### config.mk
export PLATFORM = sky130hd
export DESIGN_NAME = legacy_irq_combiner
export DESIGN_NICKNAME = d
export VERILOG_FILES = /design/src/rtl/lirq_pkg.sv /design/src/rtl/lirq_sync.sv /design/src/rtl/lirq_status.sv /design/src/rtl/lirq_ctrl.sv /design/src/rtl/legacy_irq_combiner.sv
export SDC_FILE = /design/constraint.sdc
export NUM_CORES = 1
export LEC_CHECK = 0
export BUFFER_PORTS_ARGS = -buffer_cell sky130_fd_sc_hd__buf_4
export CORE_AREA = 8 8 69 100
export DETAILED_ROUTE_END_ITERATION = 10
export DIE_AREA = 0 0 77 108
export PLACE_DENSITY = 0.82
export SYNTH_ARGS = -nofsm -noshare
export SYNTH_HDL_FRONTEND = slang
export SYNTH_SLANG_ARGS = --single-unit
export TNS_END_PERCENT = 50
### constraint.sdc
create_clock -name clk_i -period 2 [get_ports clk_i]
set_input_delay 0.2 -clock clk_i [delete_from_list [all_inputs] [get_ports clk_i]]
set_output_delay 0.2 -clock clk_i [all_outputs]
set_load 0.05 [all_outputs]
### src/rtl/lirq_pkg.sv
package lirq_pkg;
  localparam int REG_W      = 32;
  localparam int INTX_N     = 4;
  localparam int ERR_N      = 8;
  localparam int STORE_W    = 28;
  localparam int INTX_ST_LO = 28;
  localparam int INTX_EN_LO = 22;
  localparam int ERR_EN_LO  = 16;
  localparam int ERR_EN_PAR = 26;
  localparam int ERR_EN_CMD = 27;
  localparam int PRI_LO     = 8;
  localparam int PRI_W      = 7;
  localparam int WAIT_W     = 4;
  // implemented storage bits of word 0 below the status field
  localparam logic [STORE_W-1:0] STORE_MASK = 28'hFFF7F0F;

  typedef enum logic {
    WORD_CTRL = 1'b0,
    WORD_ERR  = 1'b1
  } word_sel_e;

  function automatic logic [ERR_N-1:0] err_enables(input logic [STORE_W-1:0] c);
    return {c[ERR_EN_CMD], c[ERR_EN_PAR], c[ERR_EN_LO +: 6]};
  endfunction
endpackage

### src/rtl/lirq_sync.sv
module lirq_sync #(
  parameter int W      = 4,
  parameter int STAGES = 2
) (
  input  logic         clk_i,
  input  logic         rst_i,
  input  logic [W-1:0] d_i,
  output logic [W-1:0] q_o
);
  generate
    if (STAGES == 0) begin : g_bypass
      assign q_o = d_i;
    end else begin : g_chain
      logic [W-1:0] stg_q [STAGES];
      always_ff @(posedge clk_i) begin
        if (rst_i) begin
          for (int s = 0; s < STAGES; s++) stg_q[s] <= '0;
        end else begin
          stg_q[0] <= d_i;
          for (int s = 1; s < STAGES; s++) stg_q[s] <= stg_q[s-1];
        end
      end
      assign q_o = stg_q[STAGES-1];
    end
  endgenerate
endmodule

### src/rtl/lirq_status.sv
module lirq_status #(
  parameter int W = 4
) (
  input  logic         clk_i,
  input  logic         rst_i,
  input  logic [W-1:0] set_i,
  input  logic [W-1:0] clr_i,
  output logic [W-1:0] st_o
);
  logic [W-1:0] st_q;

  always_ff @(posedge clk_i) begin
    if (rst_i) st_q <= '0;
    else       st_q <= (st_q & ~clr_i) | set_i;
  end
  assign st_o = st_q;

  AST_SET_WINS: assert property (@(posedge clk_i) disable iff (rst_i)
    (set_i != '0) |=> ((st_q & $past(set_i)) == $past(set_i)));
  AST_W1C_CLEARS: assert property (@(posedge clk_i) disable iff (rst_i)
    ((clr_i & ~set_i) != '0) |=> ((st_q & $past(clr_i & ~set_i)) == '0));
  AST_ST_HOLD: assert property (@(posedge clk_i) disable iff (rst_i)
    1'b1 |=> (((st_q ^ $past(st_q)) & ~$past(set_i | clr_i)) == '0));
endmodule

### src/rtl/lirq_ctrl.sv
module lirq_ctrl
  import lirq_pkg::*;
(
  input  logic               clk_i,
  input  logic               rst_i,
  input  logic               wr_i,
  input  logic [3:0]         be_i,
  input  logic [STORE_W-1:0] wdata_i,
  output logic [STORE_W-1:0] ctrl_o
);
  logic [STORE_W-1:0] lane_m;
  logic [STORE_W-1:0] wmask;
  logic [STORE_W-1:0] ctrl_q;

  genvar b;
  generate
    for (b = 0; b < STORE_W; b++) begin : g_lane
      assign lane_m[b] = be_i[b/8];
    end
  endgenerate

  assign wmask = wr_i ? (lane_m & STORE_MASK) : '0;

  always_ff @(posedge clk_i) begin
    if (rst_i) ctrl_q <= '0;
    else       ctrl_q <= (ctrl_q & ~wmask) | (wdata_i & wmask);
  end
  assign ctrl_o = ctrl_q;

  AST_IDLE_STABLE: assert property (@(posedge clk_i) disable iff (rst_i)
    !wr_i |=> $stable(ctrl_q));
  AST_NO_STROBE_STABLE: assert property (@(posedge clk_i) disable iff (rst_i)
    (be_i == 4'b0000) |=> $stable(ctrl_q));
endmodule

### src/rtl/legacy_irq_combiner.sv
module legacy_irq_combiner
  import lirq_pkg::*;
#(
  parameter int SYNC_STAGES = 2
) (
  input  logic              clk_i,
  input  logic              rst_i,
  input  logic [INTX_N-1:0] intx_i,
  input  logic [ERR_N-1:0]  err_evt_i,
  input  logic              reg_en_i,
  input  logic              reg_we_i,
  input  logic              reg_addr_i,
  input  logic [3:0]        reg_be_i,
  input  logic [REG_W-1:0]  reg_wdata_i,
  output logic [REG_W-1:0]  reg_rdata_o,
  output logic              irq_o
);
  logic [INTX_N-1:0]  intx_s;
  logic [INTX_N-1:0]  intx_st;
  logic [INTX_N-1:0]  intx_clr;
  logic [INTX_N-1:0]  intx_en;
  logic [ERR_N-1:0]   err_st;
  logic [ERR_N-1:0]   err_clr;
  logic [ERR_N-1:0]   err_en;
  logic [STORE_W-1:0] ctrl;
  logic               wr_ctrl, wr_err, rd_any;
  logic               irq_q;
  logic [REG_W-1:0]   rdata_q;

  assign wr_ctrl = reg_en_i &  reg_we_i & (reg_addr_i == WORD_CTRL);
  assign wr_err  = reg_en_i &  reg_we_i & (reg_addr_i == WORD_ERR);
  assign rd_any  = reg_en_i & ~reg_we_i;

  assign intx_clr = (wr_ctrl && reg_be_i[3]) ? reg_wdata_i[INTX_ST_LO +: INTX_N] : '0;
  assign err_clr  = (wr_err  && reg_be_i[0]) ? reg_wdata_i[ERR_N-1:0]            : '0;

  lirq_sync #(.W(INTX_N), .STAGES(SYNC_STAGES)) i_sync (
    .clk_i (clk_i), .rst_i (rst_i), .d_i (intx_i), .q_o (intx_s)
  );

  lirq_status #(.W(INTX_N)) i_intx_st (
    .clk_i (clk_i), .rst_i (rst_i), .set_i (intx_s), .clr_i (intx_clr), .st_o (intx_st)
  );

  lirq_status #(.W(ERR_N)) i_err_st (
    .clk_i (clk_i), .rst_i (rst_i), .set_i (err_evt_i), .clr_i (err_clr), .st_o (err_st)
  );

  lirq_ctrl i_ctrl (
    .clk_i (clk_i), .rst_i (rst_i), .wr_i (wr_ctrl), .be_i (reg_be_i),
    .wdata_i (reg_wdata_i[STORE_W-1:0]), .ctrl_o (ctrl)
  );

  assign intx_en = ctrl[INTX_EN_LO +: INTX_N];
  assign err_en  = err_enables(ctrl);

  always_ff @(posedge clk_i) begin
    if (rst_i) begin
      irq_q   <= 1'b0;
      rdata_q <= '0;
    end else begin
      irq_q <= (|(intx_st & intx_en)) | (|(err_st & err_en));
      if (rd_any) begin
        if (reg_addr_i == WORD_ERR) rdata_q <= {{(REG_W-ERR_N){1'b0}}, err_st};
        else                        rdata_q <= {intx_st, ctrl};
      end
    end
  end

  assign irq_o       = irq_q;
  assign reg_rdata_o = rdata_q;

  AST_IRQ_MASKED: assert property (@(posedge clk_i) disable iff (rst_i)
    (((intx_st & intx_en) == '0) && ((err_st & err_en) == '0)) |=> !irq_o);
  AST_IRQ_RAISED: assert property (@(posedge clk_i) disable iff (rst_i)
    ((intx_st & intx_en) != '0) |=> irq_o);
  AST_RDATA_HOLD: assert property (@(posedge clk_i) disable iff (rst_i)
    !rd_any |=> $stable(reg_rdata_o));
  AST_CLEAR_ALL: assert property (@(posedge clk_i) disable iff (rst_i)
    (wr_ctrl && reg_be_i[3:2] == 2'b11 && reg_wdata_i[31:16] == 16'hF000 && intx_s == '0)
    |=> (intx_st == '0 && ctrl[27:16] == '0));
endmodule

==> out/metrics.cfg <==
[pwr]
comb_power_share=0.099
sw_frac_of_total=0.2328
power_per_cell_area_nw_per_um2=787.6
seq_power_share=0.544
p_clk_frac=0.356
leakage_nw=1.578
p_sw_uw=670.6
ir_drop_uv=754.9
cellInternalPower_mw=2.210

[layout]
drive_above_1_share=0.2704
final_area_um2=3657
nets=441
layout_commonest_cell=buf_4
insertedDiodeCount=0
syn_to_final_growth_pct=26.21
final_cell_mix=buf_4 (87), dfxtp_1 (75), nand2_1 (43), a21oi_1 (43)

[clocking]
cts_buffer_depth=2
post-cts-setup-buffers=0
cts_resized=0
insertion_delay_ps=330
hold_buffers=0
ctsHtreeMaxLevel=3
clock-sinks=75
root_buffer=clkbuf_8
tritoncts=built
path_clk_slew_ps=70
cts_inserted_buffers=9

[timing]
rsz0062_at_grt=no
relSlewSlack=0.4870
slew_viol_final=0
fin_crit_ps=1178
setup_viol=0
clock.fmax_ghz=0.8488
fin_ws_ps=821.9
min_period_over_period=0.5891
fin_worst_skew_ps=5.773
worstMarginPinSlew_ps=769.5
setup_tns_ps=0
finalHoldViolCount=0

[floorplan]
num_io_pins=86
core_um2=5450
fp.dieH_um=108
start_util=0.5317
dieWidth_um=77
rows=33
design.die.area_um2=8316

[grt]
grt_pass1_vias=2326
grt_max_degree=76
grtUsageTotal=0.1711
grt_overflow=0
antenna_found_initial=0
grt_pass1_wl_um=11290

[synth]
yosys_warnings=0
ys_seq_area_frac=0.5181
ys_seq_elements=75
synth.top_cell.area_share=0.5181
synth_nets=368
yosysTopAreaCell=dfxtp_1
synthTopCellsByArea=dfxtp_1 (52%), a21oi_1 (7.4%), mux2i_1 (6.6%)
syn_area_um2=2898
synth_cells=315
avgSynthCellArea_um2=9.199
ys_types=25

[outcome]
status=finished clean

[placed_design]
gp_congestion=0.7794
portBuffers=83
place_hpwl_um=5097
dpl_worst_slack_ps=465.4
placed_cell_area_um2=3478

[critical_path]
crit_slowest_cell=and4b_1
crit_fanout=37
cp_data_arrival_time_ps=1370
critical_path.max_stage_delay_ps=630
crit_type=in2reg
setup.worst_path.start_class=input pin
required_ps=2190
path_cells=buf_4, and4b_1, mux2i_1, nor2_1
end_kind=register

[routing]
dr.pass1.iters=4
drtIter0Drc=134
drcViolationCount=0
wire_per_inst_um=15.15
ant_nets=0
drt-vias-per-instance=5.206
dr_total_vias=2405
wirelength_um=6998

[hold_path]
hold_path_class=in2reg

[job]
cap_violations=0

-- power groups by stage --
stage | sequential [mW] | combinational (mW) | clock [mW]
after floorplan | 1.62 | 0.147 | 0
after global placement | 1.60 | 0.283 | 0
after detailed placement | 1.60 | 0.288 | 0
after CTS | 1.57 | 0.288 | 1.05
after global routing | 1.57 | 0.311 | 1.11
final | 1.57 | 0.286 | 1.03
-- cells by family after synthesis --
logic type,Yosys count,synth area share
DFF,75,0.5181
muxes,19,0.06563
other,1,0.001294
buffers and inverters,45,0.08117
AOI/OAI and AO/OA,66,0.1395
and+or+nand+nor,109,0.1943
-- through the flow --
step / power, mW / util / hold slack, ps / cells
CTS: 2.906 / 0.6710 / 48.09 / 462
floorplan: 1.772 / - / 315.0 / 315
detailed placement: 1.890 / 0.6382 / 410.3 / 447
global route: 2.997 / 0.6710 / 50.78 / 462
global placement: 1.882 / 0.6382 / 405.6 / 447
finish: 2.881 / 0.6710 / 62.98 / 462
-- layout make-up --
type / instances / area, µm²
clock inverters: 2 / 10.01
well taps: 70 / 87.58
multi-input cells: 195 / 1161
clock buffers: 13 / 168.9
repair buffers: 87 / 653.1
fillers: 468 / 1793
inverters: 20 / 75.07
flip-flops and latches: 75 / 1501
-- synthesized netlist by cell type --
cell type	count
buf_6	5
nor2_1	23
nor2b_1	8
buf_4	6
conb_1	1
a311oi_2	4
a31oi_1	1
nand3b_1	23
o21ai_0	8
a22o_1	3
inv_1	20
nand4_1	1
a221oi_1	3
dfxtp_1	75
nand2_1	43
mux2i_1	19
clkbuf_1	9
nand4b_1	3
buf_2	5
nand2b_1	1
nand3_1	4
and4b_1	2
nor2b_4	1
a211oi_1	4
a21oi_1	43
-- per-layer routing --
layer	track usage	share of wire
met5	0	0
met4	0.07317	0.021
met3	0.06146	0.065
met2	0.3071	0.53
met1	0.1762	0.38
-- worst paths after layout --
check | to | from | depth (start not counted) | slack, ps
max | register | reg_addr_i | 4 | 820
min | i_intx_st.st_o[1]$_SDFF_PP0_ | reg_wdata_i[29] | 2 | 60
max reg2reg | irq_o$_SDFF_PP0_ | i_err_st.st_o[6]$_SDFF_PP0_ | 3 | 920
min reg2reg | i_sync.g_chain.stg_q[0][5]$_SDFF_PP0_ | i_sync.g_chain.stg_q[0][1]$_SDFF_PP0_ | 1 | 440
-- critical path: cells and delay by family --
| kind | cells | cell delay (ps) |
|---|---|---|
| simple gates | 2 | 680 |
| mux | 1 | 260 |
| buf+inv | 1 | 210 |
Power figures use the tool's default switching activity.
